### config.mk
export PLATFORM = sky130hd
export DESIGN_NAME = cfg_window
export DESIGN_NICKNAME = d
export VERILOG_FILES = /design/src/rtl/cfg_window.sv
export SDC_FILE = /design/constraint.sdc
export NUM_CORES = 1
export LEC_CHECK = 0
export BUFFER_PORTS_ARGS = -buffer_cell sky130_fd_sc_hd__clkbuf_2
export CAP_MARGIN = 25
export CORE_MARGIN = 1
export CORE_UTILIZATION = 50
export DETAILED_ROUTE_END_ITERATION = 7
export HOLD_SLACK_MARGIN = 0.15
export PLACE_DENSITY = 0.71
export SLEW_MARGIN = 20
export SYNTH_ARGS = -nofsm -noshare
export SYNTH_HDL_FRONTEND = slang
export SYNTH_SLANG_ARGS = --single-unit
export TNS_END_PERCENT = 1
### constraint.sdc
create_clock -name clk -period 2.3 [get_ports clk]
set_input_delay 0.46 -clock clk [delete_from_list [all_inputs] [get_ports clk]]
set_output_delay 0.46 -clock clk [all_outputs]
set_load 0.05 [all_outputs]
### src/rtl/cfg_window.sv
module cfg_window #(
  parameter logic [15:0] BOOT_PORT = 16'h02EA,
  parameter logic [7:0]  DEV_ID    = 8'hC4,
  parameter logic [7:0]  DEV_REV   = 8'h02
) (
  input  logic        clk,
  input  logic        rst_n,
  input  logic [15:0] addr,
  input  logic [3:0]  be,
  input  logic        wr,
  input  logic        rd,
  input  logic [31:0] wdata,
  output logic [31:0] rdata,
  input  logic [7:0]  wd_evt,
  input  logic [31:0] tmr_value,
  input  logic [7:0]  strap_mult,
  input  logic [15:0] strap_ccfc,
  output logic [15:0] cfg_base,
  output logic        cfg_locked
);
  localparam int NW = 16;

  function automatic logic [31:0] rst_word(input int i);
    case (i)
      4:       return 32'h002F_0000;
      6:       return 32'hE104_0005;
      13:      return 32'h0000_0001;
      default: return 32'h0;
    endcase
  endfunction

  function automatic logic [3:0] ro_lanes(input int i);
    case (i)
      1, 4:    return 4'b0001;
      2, 15:   return 4'b1111;
      default: return 4'b0000;
    endcase
  endfunction

  logic [15:0] base_q;
  logic        locked_q;
  logic [7:0]  wd_stat, mult_q;
  logic [NW-1:0][31:0] words;
  logic [31:0] word;
  logic [3:0]  idx;
  logic        win, port_hit;
  logic [1:0]  boot_be;
  logic [15:0] boot_data;
  logic [1:0]  unused_lsb;

  assign unused_lsb = addr[1:0];
  assign idx        = addr[5:2];
  assign win        = locked_q && (addr[15:6] == base_q[15:6]);
  assign port_hit   = (addr[15:2] == BOOT_PORT[15:2]);
  assign boot_be    = BOOT_PORT[1] ? be[3:2] : be[1:0];
  assign boot_data  = BOOT_PORT[1] ? wdata[31:16] : wdata[15:0];
  assign cfg_base   = base_q;
  assign cfg_locked = locked_q;

  always_ff @(posedge clk) begin
    if (!rst_n) begin
      base_q   <= '0;
      locked_q <= 1'b0;
    end else if (wr && port_hit && !locked_q && boot_be == 2'b11) begin
      base_q   <= boot_data;
      locked_q <= 1'b1;
    end
  end

  always_ff @(posedge clk) begin
    if (!rst_n) begin
      wd_stat <= '0;
      mult_q  <= strap_mult;
    end else begin
      wd_stat <= (wd_stat & ~((wr && win && idx == 4'd1 && be[0]) ? wdata[7:0] : 8'h00)) | wd_evt;
    end
  end

  for (genvar w = 0; w < NW; w++) begin : g_word
    localparam logic [31:0] RV  = rst_word(w);
    localparam logic [3:0]  ROL = ro_lanes(w);
    for (genvar b = 0; b < 4; b++) begin : g_lane
      if (ROL[b]) begin : g_ro
        assign words[w][8*b +: 8] = 8'h00;
      end else begin : g_rw
        logic [7:0] q;
        always_ff @(posedge clk) begin
          if (!rst_n) begin
            if (w == 7 && b >= 2) q <= strap_ccfc[8*(b%2) +: 8];
            else                  q <= RV[8*b +: 8];
          end else if (wr && win && idx == w && be[b]) begin
            q <= wdata[8*b +: 8];
          end
        end
        assign words[w][8*b +: 8] = q;
      end
    end
  end

  always_comb begin
    word = words[idx];
    case (idx)
      4'd1:  word[7:0] = wd_stat;
      4'd2:  word      = tmr_value;
      4'd4:  word[7:0] = mult_q;
      4'd15: word      = {base_q, DEV_REV, DEV_ID};
      default: ;
    endcase
  end

  assign rdata = !rd      ? 32'h0 :
                 win      ? word  :
                 port_hit ? (BOOT_PORT[1] ? {base_q, 16'h0} : {16'h0, base_q}) :
                            32'h0;
endmodule

; Word-level counts from Yosys, hierarchy flattened
; Cells that the tools add are included.
; Widths: inputs -> output; s select.
[word_totals]
output_inout_bits = 49
latchBits = 0
in_bits = 120
mem_bits_ro = 0
mem_count = 0
elab_cells = 170
regBits = 465
ramBits = 0
[op_classes]
eq_ne = 20
n_mul = 0
n_mux = 12
magnitude_cmp = 1
add_sub_neg = 0
n_shift = 0
bitwise = 3
n_div = 0
n_reduce_logical = 76
[op_table]
columns = op, count
row1 = $bmux 32 s4, 1
row2 = $mux 32, 4
row3 = $logic_and 1x1->1, 74
row4 = $pmux 24 s2, 1
row5 = $mux 8, 5
row6 = $eq 4x4->1 const B, 8
row7 = $pmux 8 s4, 1
row8 = $eq 4x3->1 const B, 4
row9 = $eq 14x8->1 const B, 1
row10 = $eq 10x10->1, 1
row11 = $and 8x8->8, 1
row12 = $eq 4x2->1 const B, 2
row13 = $not 8->8, 1
row14 = $or 8x8->8, 1
row15 = $lt 4x5->1 const B, 1
row16 = $eq 4x1->1 const B, 1
row17 = $logic_not 4->1, 1
row18 = $ne 2x1->1 const B, 2
row19 = $eq 2x2->1 const B, 1
row20 = $logic_not 1->1, 1

; Depth between registers and ports, before layout
; Gate-level depths: netlist (run 1).
[depth]
ltp_word = 9
depth_mapped = 10
ltp_nobuf = 6

; Worst setup path after synthesis (run 1)
; OpenSTA, ideal clock, no wires.
[synth_path]
kind = register to output
from = register base_q[11] (netlist: cfg_base[11])
to = output rdata[24]
path_slack_ps = -1230
t_required_ps = 1840
arrival_ps = 3070
path_buffers = 3
stages_incl_launch_ff = 9
path_cell_list = dfxtp_1 -> xnor2_1 -> nand4_1 -> nor4_2 -> buf_6 -> buf_8 -> buf_2 -> o21ai_0 -> a21boi_0
[synth_via]
elab_chain_len = 4
[synth_rtl]
columns = item, line_no
row1 = start: declaration, 40  ; logic [15:0] base_q;
row2 = start signal: assignment, 65  ; base_q <= boot_data;
row3 = $eq 10x10->1, 53  ; assign win = locked_q && (addr[15:6] == base_q[15:6]);
row4 = $logic_and 1x1->1, 53
row5 = $mux 32, 112  ; win ? word :
row6 = $mux 32, 111  ; assign rdata = !rd ? 32'h0 :
row7 = end: declaration, 13  ; output logic [31:0] rdata,
; No other way between the ends.

; Worst setup path in the final report (run 1)
[layout_path]
from = register base_q[15] (netlist: cfg_base[15])
to = output rdata[17]
; The elaborated chain is that of the path after synthesis.

==> impl.org, run 1 <==
** Outcome
- Outcome :: finished, violations left
- The checks that failed: negative setup slack.

** Global route
- Pin count of the biggest net entering global routing :: 84
- For this run the aggregate overflow at the end of global routing stands at 0.
- Wire length of the first global-routing pass :: about 100000 um
- Via count of the first global-routing pass :: 17900
- The initial antenna violation count was 3.
- Global-route usage over all layers :: slightly below 30%

** Synth
- Yosys attributes the largest share of cell area to sky130_fd_sc_hd__dfxtp_1 (41%), sky130_fd_sc_hd__mux2i_1 (19%), sky130_fd_sc_hd__nor2_1 (7.4%), sky130_fd_sc_hd__mux4_2 (4.7%), sky130_fd_sc_hd__edfxtp_1 (3.3%).
- Share of synthesized area occupied by flip-flops and latches :: approximately 44%
- The top cell type by area accounts for approximately two fifths of the synthesized area.
- The number of nets handed over by synthesis was roughly 2300.
- Async S/R FF share, synth :: 0%
- Number of standard cells after synthesis :: around 2200
- The netlist uses slightly above 60 different library cells.
- Most instantiated flip-flop cell in the synthesis netlist :: sky130_fd_sc_hd__dfxtp_1
- Leading cell type by number of instances after synthesis :: sky130_fd_sc_hd__dfxtp_1
- During synthesis, Yosys emitted a total of 0 warnings.
- By count the netlist is led by sky130_fd_sc_hd__dfxtp_1 (441), sky130_fd_sc_hd__nor2_1 (431), sky130_fd_sc_hd__mux2i_1 (413).
- Number of flops mapped to enable cells by yosys :: 24
- The cell area that synthesis handed to floorplanning was roughly 22000 um^2.
- Number of flip-flops and latches in the synthesized netlist :: between 400 and 500
- Cell type with the highest aggregate area in the netlist :: sky130_fd_sc_hd__dfxtp_1
- Syn_area_per_cell :: 9.91 um^2

** Timing
- Fmax achieved :: between 300 and 400 MHz
- Number of pins with negative max-slew slack in the final report :: 0
- Min setup slack post-route :: -692 ps
- Setup violation total in the final timing report :: 388
- Count of endpoints failing hold in the final timing report :: 0
- Worst slew slack as a fraction of its limit :: 56.5%
- The clock arrives with 20.5 ps of skew.
- Setup repair after global routing could not meet its margin everywhere.
- At the pin with the least slew margin, the transition time is 652 ps.
- Crit path time final :: 2990 ps
- In the finished design, the share of the clock period the worst path needs comes to 130%.

** Drt
- Via density per instance :: between 5 and 6
- The routed design has around 65000 um of wire.
- Via total after detailed routing :: roughly 18000
- Post-route DRC :: 0
- In the final routed layout, each cell accounts on average for approximately 21 um.
- For this run, the detailed router's first-pass iteration total came to 5.
- Violation count after the first detailed-routing iteration :: 1585
- The count of nets left with antenna violations once routing finished came out at 0.

** Placement
- The wire-length estimate of the detail-placed layout is around 45000 um.
- Prior to clock tree synthesis, the placed netlist has a worst setup slack of -712 ps.
- The congestion estimate from routability-driven global placement came to 0.887.
- Buffers added on ports :: roughly 170
- Area after detailed placement :: approximately 26000 um^2

** Setup path
- At the worst endpoint, the required time is between 1500 and 2000 ps.
- Register-to-register setup slack :: -180 ps
- The worst register-to-register path ends at g_word[6].g_lane[1].g_rw.q[7]$_SDFFE_PN0P_.
- The critical path is of the reg2out type.
- Data arrival time of the critical path :: roughly 2500 ps
- Worst reg2reg path startpoint :: cfg_base[15]$_SDFFE_PN0P_
- Critical Path Source Type :: flip-flop
- The worst setup path is captured at an output port.
- Worst r2r path cells :: 10
- Of all nets on the critical path, the largest fanout is 8.

** Worst hold path
- In this run the most critical hold path is launched from rst_n.
- Cells on Worst Hold Path :: 2
- Worst Hold Path EP :: g_word[6].g_lane[2].g_rw.q[2]$_SDFFE_PN1P_
- Worst hold path class :: in2reg

** Clock tree
- TritonCTS built the clock tree.
- Clock sink total :: about 470
- The tree is rooted in a sky130_fd_sc_hd__clkbuf_16.
- Worst skew pair latency :: 590 ps
- In this run the number of H-tree levels came out at 2.
- The number of clock buffers added by TritonCTS is between 40 and 50.
- In this run the deepest clock path goes through 3 buffers.
- Clock-pin slew was measured on the worst setup and hold paths at about 60 ps.

** Pwr
- In this run the power density over the cells is approximately 630 nW/um^2.
- Leakage power of the design :: 13.5 nW
- The worst-case IR drop observed on VDD is roughly 0.68 mV.

** Final layout
- Design area :: roughly 28000 um^2
- From synthesis to final layout, the design area changed by 28.6%.
- The post-route netlist has between 20% and 30% of its cells at a drive strength greater than 1.
- Number of filler cells placed in the layout :: between 3000 and 4000
- Number of nets in the layout :: approximately 2600

** Floorplanning
- Starting density of the core :: about half
- Ports placed on the boundary :: 169
- Height of the chip :: about 210 um
- Die X :: between 200 and 250 um
- After floorplanning, the core was sized to cover 43000 um^2.
- Site row count :: 76
- Overall die area :: around 44000 um^2

** Run
- Total of max-cap violations :: 0
routing by layer:
layer,share of wire (%),track usage [%],vias up
met5,0.040,0,-
li1,-,-,8413
met2,49,49.7,641
met1,41,37.2,8924
met3,6.3,4.34,131
met4,3.5,11.0,4
flip-flops by register name, summed over array words and instances (netlist names):
name                  cells
mult_q                    8
cfg_locked                1
g_word.g_lane.g_rw.q    432
wd_stat                   8
cfg_base                 16
cells by family after synthesis:
logic type / count (synthesis) / share of synthesized area [%]
AND/OR/NAND/NOR: 726 / 17.0
multiplexers: 491 / 25.3
flip-flops: 465 / 43.8
AO/OA/AOI/OAI: 296 / 8.90
buffers and inverters: 209 / 4.47
XOR/XNOR: 11 / 0.442
critical path: stages, from the launching register on:
cell and delay (ps):
sky130_fd_sc_hd__dfxtp_4 350, sky130_fd_sc_hd__xnor2_1 220, sky130_fd_sc_hd__nand2_1 130, sky130_fd_sc_hd__nor4_4 350, sky130_fd_sc_hd__buf_6 200, sky130_fd_sc_hd__buf_12 120, sky130_fd_sc_hd__buf_8 110, sky130_fd_sc_hd__buf_6 90
sky130_fd_sc_hd__nand3b_1 150, sky130_fd_sc_hd__a21boi_4 80, sky130_fd_sc_hd__buf_12 150
report_power, final:
part / switching (W) / total [W] / internal (W)
sequential: 0.0000157 / 0.00818 / 0.00817
combinational: 0.000926 / 0.00149 / 0.000565
clock: 0.00323 / 0.00799 / 0.00476
total: 0.00417 / 0.0177 / 0.0135
placed cells by master (no fill, tap or decap), types with 32 or more instances in the layout:
cell type / synthesis / final
sky130_fd_sc_hd__a21oi_1: 46 / 37
sky130_fd_sc_hd__a221oi_1: 37 / 37
sky130_fd_sc_hd__buf_12: 3 / 85
sky130_fd_sc_hd__buf_4: 15 / 189
sky130_fd_sc_hd__clkbuf_16: 0 / 51
sky130_fd_sc_hd__clkbuf_2: 0 / 130
sky130_fd_sc_hd__dfxtp_1: 441 / 430
sky130_fd_sc_hd__mux2_2: 33 / 33
sky130_fd_sc_hd__mux2i_1: 413 / 412
sky130_fd_sc_hd__mux4_2: 45 / 45
sky130_fd_sc_hd__nand2_1: 119 / 117
sky130_fd_sc_hd__nand3_1: 55 / 54
sky130_fd_sc_hd__nand4_4: 32 / 32
sky130_fd_sc_hd__nor2_1: 431 / 427
sky130_fd_sc_hd__o21ai_0: 103 / 97
worst max path at each step:
stage / depth (start not counted) / start / to / slack (ps)
after floorplan: 7 / addr[3] / rdata[2] / -240
after global placement: 9 / addr[3] / rdata[20] / -790
after detailed placement: 9 / addr[3] / rdata[20] / -710
after CTS: 10 / cfg_base[7]$_SDFFE_PN0P_ / rdata[17] / -650
after global routing: 10 / cfg_base[11]$_SDFFE_PN0P_ / rdata[17] / -800
final: 10 / cfg_base[15]$_SDFFE_PN0P_ / rdata[17] / -690
metrics by stage:
stage               utilization, %  total power (W)  std cells  setup TNS (ps)  hold slack (ps)
finish                        65.2           0.0177       3122          -51220              181
global route                  65.2           0.0181       3122          -95100              178
CTS                           65.0           0.0177       3118          -28400              154
detailed placement            60.6          0.00978       3013         -135450              449
global placement              60.6          0.00977       3013         -108540              437
floorplan                        -          0.00913       2198           -6780              429
layout make-up:
class	count	area (um^2)	area share (%)
timing repair buffer	433	4080	14.6
inverter	28	113	0.402
sequential	465	9580	34.2
clock inverter	11	170	0.607
antenna	1	2.50	0.00893
multi-input combinational	1524	11900	42.5
tap	585	732	2.61
clock buffer	75	1450	5.16
what timing repair did:
item / 4_1_cts / 5_1_grt
setup buffers: 6 / 3
endpoints found under the hold margin: 15 / 0
pin swaps: 28 / 19
hold buffers: 15 / 0
endpoints found under the setup margin: 384 / 466
resized for setup: 30 / 10
(Power assumes the default switching activity.)
==> inputs of run 2 (changes only) <==
Settings changed: GPL_ROUTABILITY_DRIVEN set to 1, SKIP_LAST_GASP set to 1.
==> run 2 against run 1 <==
Compared with the run above: the run still ends with negative setup slack left; critical path type unchanged; combinational power hardly changed; clock skew down 2.5 ps; global-route usage hardly changed; hold slack hardly changed; sequential cell count is the same; largest power group unchanged; via count is 0.11% higher; setup slack better by 22 ps; critical endpoint is now rdata[4]; cell area fell by 0.36%; utilization is 0.24 points lower.
==> impl.org, run 2 (same netlist as run 1, synthesis figures left out) <==
** Outcome
- Outcome :: finished, violations left
- Failing checks :: negative setup slack

** Global route
- Busiest layer in global routing :: met2
- The total routing resource utilization after global routing is 29.1% (about the same).
- Initial antenna violation count :: 3 (unchanged)
- Met1 capacity usage during global routing :: 37.3% (+0.048 points)
- The largest net degree at the start of global routing was 84 (unchanged).
- Via count of the first global-routing pass :: 17900 (-0.25%)
- Overflow after GRT :: 0 (unchanged)
- The met2 capacity usage during global routing was 49.6% (about the same).
- Wire length of the first global-routing pass :: 101000 um (unchanged)
- Met3 track utilization from global routing :: 4.30% (-0.045 points)

** Placement
- Hpwl dp :: 45000 um (unchanged)
- The final weighted congestion in routability-driven placement came to 0.887 (unchanged).
- The total placed cells including tap cells was 3013 (unchanged).
- Buffers added on ports :: 166 (unchanged)

** Drt
- Via total after detailed routing :: 18100 (+0.11%)
- The via-per-instance ratio was 5.81 (+0.14%).
- TritonRoute pass-1 iters :: 5 (unchanged)
- The routed length per placed instance is 20.7 um (-0.14%).
- Routed wire length :: 64600 um (-0.17%)
- The total DRC errors in the routed layout is 0 (unchanged).
- The count of routing violations after the opening detailed-route iteration is 1525 (-3.8%).
- ANT nets after route :: 0 (unchanged)

** Run
- Total of max-cap violations :: 0 (unchanged)

** Timing
- Crit path time final :: 2970 ps (-22.2 ps)
- Setup repair after global routing missed its margin :: yes
- The worst-margin pin slew is 656 ps (+4.20 ps).
- The headroom to the max-slew limit was 56.3% (-0.28 points).
- Setup violation total in the final timing report :: 393 (+1.3%)
- The number of pins with negative max-slew slack in the final report came to 0 (unchanged).
- Clock skew after layout :: 18.0 ps (-2.51 ps)
- Ratio of final minimum period to clock period :: 129% (-0.97 points)
- The number of endpoints with negative hold slack in the final report came to 0 (unchanged).
- The maximum achievable frequency came to 337 MHz (+0.75%).
- The final worst-path setup slack was -670 ps (+22.2 ps).

** Clock tree
- The clock transition at the register clock pins on the worst setup and hold paths after CTS is 60 ps (about the same).
- CTS tree :: built
- The H-tree depth is 2 (unchanged).
- Clock sink total :: 465 (unchanged)
- The clock insertion delay at the later pin of the skew report is 590 ps (about the same).
- The clock buffer count from CTS came to 48 (unchanged).
- The root buffer cell chosen for the clock tree is sky130_fd_sc_hd__clkbuf_16.
- The deepest clock path buffer count came to 3 (unchanged).

** Floorplanning
- The number of placement rows is 76 (unchanged).
- The width of the chip came to 211 um (unchanged).
- Area of the core :: 43000 um^2 (unchanged)
- The starting utilization of the core area was 50.7% (unchanged).
- The count of pins on the block boundary came to 169 (unchanged).
- The floorplan die height is 211 um (unchanged).
- Overall die area :: 44400 um^2 (unchanged)

** Final layout
- Commonest non-fill, non-tap cell in the layout :: sky130_fd_sc_hd__dfxtp_1
- Number of nets in the layout :: 2619 (-0.038%)
- Number of flip-flops in the largest register :: 432 (unchanged)
- Commonest non-fill, non-tap cells in the layout :: sky130_fd_sc_hd__dfxtp_1 (430), sky130_fd_sc_hd__nor2_1 (428), sky130_fd_sc_hd__mux2i_1 (413)
- Final Util :: 65.0% (-0.24 points)
- Largest register by flop count :: g_word.g_lane.g_rw.q
- Number of filler cells placed in the layout :: 3413 (+0.62%)
- Layout Cells excl Fill :: 3121 (-0.032%)
- The layout cell share with drive strength beyond 1 is 27.4% (-0.38 points).
- From synthesis to final layout, the design area changed by 28.2%.

** Setup path
- Highest net fanout along the worst path :: 9 (+1)
- Data required time of the critical path :: 1840 ps (about the same)
- Kind of capture point of the worst setup path :: output port
- Data arrival time of the critical path :: 2510 ps (-20 ps)
- The number of cells on the worst reg-to-reg path is 10 (unchanged).
- Worst Setup Path Type :: reg2out
- STA classifies the critical path startpoint as a flip-flop.

** Pwr
- The leakage dissipation is 13.5 nW (-0.24%).
- The peak supply drop was 0.680 mV (+0.22%).
- Power Density :: 631 nW/um^2 (+0.18%)

** Worst hold path
- The cell depth of the worst min-delay path was 3 (+1).
- In this run the worst hold path is classified as in2reg.
-- run 2: cell types whose count changed in the layout (fill, tap and decap cells not counted), moves of 2 or more --
cell / delta
sky130_fd_sc_hd__buf_4: +7
sky130_fd_sc_hd__xnor2_1: +3
sky130_fd_sc_hd__buf_6: -8
sky130_fd_sc_hd__o21ai_1: -2
sky130_fd_sc_hd__o21ai_0: +2
sky130_fd_sc_hd__xnor2_2: -3
-- run 2: critical path: stages, from the launching register on --
cell	delay (ps)
sky130_fd_sc_hd__dfxtp_4	350
sky130_fd_sc_hd__xnor2_2	130
sky130_fd_sc_hd__nand4_1	170
sky130_fd_sc_hd__nor4_4	370
sky130_fd_sc_hd__buf_6	200
sky130_fd_sc_hd__nand2_8	150
sky130_fd_sc_hd__buf_4	220
sky130_fd_sc_hd__a31oi_4	160
sky130_fd_sc_hd__buf_12	160
-- run 2: path summary, 6_finish.rpt --
kind                                         startpoint                                          to  slack [ps]
min reg2reg  g_word[6].g_lane[3].g_rw.q[1]$_SDFFE_PN0P_  g_word[6].g_lane[3].g_rw.q[1]$_SDFFE_PN0P_         460
max reg2reg                   cfg_base[11]$_SDFFE_PN0P_  g_word[6].g_lane[1].g_rw.q[7]$_SDFFE_PN0P_        -190
max                           cfg_base[11]$_SDFFE_PN0P_                                    rdata[4]        -670
min                                           wd_evt[6]                       wd_stat[6]$_SDFF_PN0_         180
-- run 2: report_power, final --
part	leakage (nW)	internal, W	switching [W]	total (W)
clock	0.792	0.00476	0.00321	0.00797
combinational	8.87	0.000557	0.000921	0.00148
sequential	3.79	0.00817	0.0000162	0.00818
-- run 2: layout make-up --
cell class / count / area [um^2] / share of cell area, %
sequential: 465 / 9580 / 34.3
multi-input combinational: 1524 / 11800 / 42.4
timing repair buffer: 432 / 4040 / 14.5
antenna: 1 / 2.50 / 0.00896
clock buffer: 75 / 1450 / 5.18
clock inverter: 11 / 170 / 0.609
tap: 585 / 732 / 2.62
inverter: 28 / 113 / 0.403
-- run 2: repair_timing --
| action | 4_1_cts | 5_1_grt |
|---|---|---|
| gates resized for setup | 17 | 1 |
| endpoints found under the hold margin | 15 | 0 |
| endpoints found under the setup margin | 384 | 472 |
| pin swaps | 13 | 7 |
| setup buffers | 6 | 2 |
| hold buffers | 15 | 0 |
-- run 2: routing by layer --
metal	routed length (um)	share of wire [%]
met3	4290	6.6
met5	26	0.040
met2	31500	49
met1	26500	41
met4	2260	3.5
-- run 2: through the flow --
| step | instance area [um^2] | setup TNS (ps) | hold slack, ps | power, W | setup slack, ps |
|---|---|---|---|---|---|
| floorplan | 22400 | -6780 | 429 | 0.00913 | -239 |
| global placement | 26000 | -108540 | 437 | 0.00977 | -789 |
| detailed placement | 26000 | -135450 | 449 | 0.00978 | -712 |
| CTS | 27900 | -38460 | 154 | 0.0177 | -645 |
| global route | 27900 | -104680 | 176 | 0.0181 | -781 |
| finish | 27900 | -54850 | 181 | 0.0176 | -670 |
==> inputs of run 3 (changes only) <==
Settings changed: CORE_ASPECT_RATIO set to 0.7.
==> run 3 against run 2 <==
Compared with the run above: the flow still finishes with violations (negative setup slack); count of clock-buffer cells in the layout shrank 14; critical path depth unchanged; utilization is 0.089 points lower; final cell count shrank 0.61%; combinational power about the same; die area is essentially flat; sequential cell count stayed put; clock power fell by 4.3%; critical endpoint is now rdata[12].
==> impl.org, run 3 (same netlist as run 1, synthesis figures left out) <==
** Floorplanning
- Starting density of the core :: 51.1% (+0.40 points)
- The width of the chip is 251 um (+19%).
- Overall die area :: 44400 um^2 (about the same)
- Area of the core :: 42600 um^2 (-0.78%)
- Site row count :: 63 (-17%)
- Height of the chip :: 177 um (-16%)
- Ports placed on the boundary :: 169 (unchanged)

** Clock tree
- In this run the clock root is driven by a sky130_fd_sc_hd__clkbuf_16.
- Clock slew seen by the registers of the worst setup and hold paths :: 70 ps (about the same)
- The deepest clock path buffer count was 3 (unchanged).
- Worst skew pair latency :: 560 ps (-30 ps)
- TritonCTS Buffers :: 45 (-6.3%)
- Clock sink total :: 465 (unchanged)
- TritonCTS built the clock tree.
- The H-tree depth is 2 (unchanged).

** Global route
- The number of global-route vias before repair was 17600 (-1.7%).
- Overflow after GRT :: 0 (unchanged)
- Global-route usage over all layers :: 28.4% (-0.73 points)
- The global-route wire length before repair is 99100 um (-1.8%).
- The initial antenna violation count was 3 (unchanged).
- The largest net degree at the start of global routing is 77 (-8.3%).

** Setup path
- The sum of buffers and inverters on the critical path came to 3 (unchanged).
- Worst Setup Path Type :: reg2out
- STA classifies the critical path startpoint as a flip-flop.
- Series of cell instances along the critical path :: xnor2_4, nand4_1, nor4_4, buf_6, nand2_8, buf_4, a31oi_4, buf_12
- The largest individual stage delay along the critical path comes from the cell sky130_fd_sc_hd__dfxtp_4.
- The required time of the worst setup path came to 1840 ps (about the same).
- CP top delay family :: simple AND/OR/NAND/NOR gates
- Slowest Stage Delay on Critical Path :: 370 ps (about the same)
- Highest net fanout along the worst path :: 9 (unchanged)
- Kind of capture point of the worst setup path :: output port
- Register-to-register setup slack :: -260 ps (-70 ps)
- Data arrival time of the critical path :: 2470 ps (-40 ps)

** Timing
- Fin Setup TNS :: -49350 ps (+5500 ps)
- Worst Max-Slew Pin Slew :: 625 ps (-30.5 ps)
- The number of endpoints with negative hold slack in the final report came to 0 (unchanged).
- The worst hold margin was 171 ps (-9.60 ps).
- Number of pins with negative max-slew slack in the final report :: 0 (unchanged)
- Setup repair after global routing could not meet its margin everywhere.
- Setup violation total in the final timing report :: 249 (-37%)
- Worst slew slack as a fraction of its limit :: 58.3% (+2.0 points)
- Crit path time final :: 2930 ps (-42.1 ps)
- Clock skew after layout :: 23.0 ps (+4.98 ps)
- The final worst-path setup slack was -628 ps (+42.1 ps).
- The maximum achievable frequency came to 342 MHz (+1.4%).
- Ratio of final minimum period to clock period :: 127% (-1.8 points)

** Drt
- Via density per instance :: 5.75 (-0.98%)
- The antenna violation net count after detailed routing is 0 (unchanged).
- The routed length per placed instance came to 20.5 um (-0.94%).
- Via total after detailed routing :: 17800 (-1.6%)
- The length of the first detailed-routing pass in iterations came to 5 (unchanged).
- Post-route DRC :: 0 (unchanged)
- The detailed-route wire length came to 63600 um (-1.5%).
- The count of routing violations after the opening detailed-route iteration came to 1538 (+0.85%).

** Worst hold path
- Worst hold path class :: in2reg

** Pwr
- Comb power frac :: 8.5% (about the same)
- The total power after layout came to 0.0173 W (-2.0%).
- Cell-internal power :: 0.0131 W (-2.7%)
- Sequential share of power :: 47.3% (+0.9 points)
- Clock network fraction of design power :: 44.2% (-1.0 points)
- The peak supply drop was 0.532 mV (-22%).
- The total power divided by cell area was 624 nW/um^2 (-1.1%).
- The net switching share of the total power came to 24.1% (+0.54 points).
- The leakage dissipation is 13.3 nW (-1.2%).
- Switching power :: 0.00416 W (+0.23%)

** Placement
- Placed cells :: 3004 (-0.30%)
- The final weighted congestion in routability-driven placement is 0.868 (-2.2%).
- The total of buffers placed on input and output ports is 166 (unchanged).
- The HPWL reported at the end of detailed placement is 44900 um (-0.22%).

** Final layout
- Final Util :: 64.9% (-0.089 points)
- The register with the most flip-flops in the final layout is g_word.g_lane.g_rw.q.
- Number of flip-flops in the largest register :: 432 (unchanged)
- Layout Cells excl Fill :: 3102 (-0.61%)
- The layout net count was 2598 (-0.80%).
- Commonest non-fill, non-tap cells in the layout :: sky130_fd_sc_hd__dfxtp_1 (430), sky130_fd_sc_hd__nor2_1 (428), sky130_fd_sc_hd__mux2i_1 (413)
- The layout cell share with drive strength beyond 1 was 27.2% (-0.17 points).
- Synth-to-Final Area Change :: 27.0%
- The library cell used most frequently in the layout, excluding fill and tap cells, is sky130_fd_sc_hd__dfxtp_1.

** Outcome
- Outcome :: finished, violations left
- The final reports fail on negative setup slack.

** Run
- The number of max-cap violations was 0 (unchanged).
-- run 3: cell count changes in the layout (fill, tap and decap cells not counted), sizes merged --
cell,change
dlygate4sd3,-4
clkinv,+3
diode,+2
inv,+2
clkbuf,-12
buf,-16
clkinvlp,+6
-- run 3: final cells by class --
| cell class | count | area (um^2) |
|---|---|---|
| Clock buffer | 61 | 1290 |
| Multi-Input combinational cell | 1524 | 11900 |
| Antenna cell | 3 | 7.51 |
| Tap cell | 585 | 732 |
| Fill cell | 3331 | 15000 |
| Inverter | 28 | 113 |
| Sequential cell | 465 | 9580 |
| Timing Repair Buffer | 414 | 3840 |
| Clock inverter | 22 | 226 |
-- run 3: path summary, 6_finish.rpt --
| path | endpoint | cells past startpoint | startpoint |
|---|---|---|---|
| min | wd_stat[3]$_SDFF_PN0_ | 3 | wd_evt[3] |
| max reg2reg | g_word[11].g_lane[0].g_rw.q[1]$_SDFFE_PN0P_ | 9 | cfg_base[11]$_SDFFE_PN0P_ |
| max | rdata[12] | 8 | cfg_base[11]$_SDFFE_PN0P_ |
| min reg2reg | g_word[6].g_lane[3].g_rw.q[2]$_SDFFE_PN0P_ | 2 | g_word[6].g_lane[3].g_rw.q[2]$_SDFFE_PN0P_ |
-- run 3: layer usage --
layer	vias to the layer above	GRT usage [%]	wire, um
met1	8820	40.0	29200
met2	563	45.8	29400
met3	75	3.93	3890
met5	-	0	0
li1	8388	-	-
met4	0	7.11	1070
-- run 3: repair_timing --
action | 4_1_cts | 5_1_grt
endpoints found under the hold margin | 11 | 0
buffers inserted | 1 | 1
gates resized for setup | 12 | 8
hold buffers | 11 | 0
pin swaps | 4 | 6
endpoints found under the setup margin | 221 | 416
-- run 3: per-stage QoR --
| step | cell area [um^2] | worst slack [ps] |
|---|---|---|
| 6_report | 27700 | -628 |
| 4_1_cts | 27600 | -597 |
| 5_1_grt | 27700 | -729 |
| 3_3_place_gp | 25900 | -725 |
| 2_1_floorplan | 22400 | -239 |
| 3_5_place_dp | 25900 | -732 |
-- run 3: tightest hold or removal path: cells and delay by family --
kind,cells,cell delay [ps]
AO/OA/AOI/OAI,1,90
buffers and inverters,2,140
-- run 3: power by group through the flow --
stage	sequential, W	clock [W]	combinational, W
after floorplan	0.00835	0	0.000774
after global placement	0.00836	0	0.00140
after detailed placement	0.00836	0	0.00141
after CTS	0.00818	0.00771	0.00144
after global routing	0.00818	0.00802	0.00154
final	0.00818	0.00763	0.00147
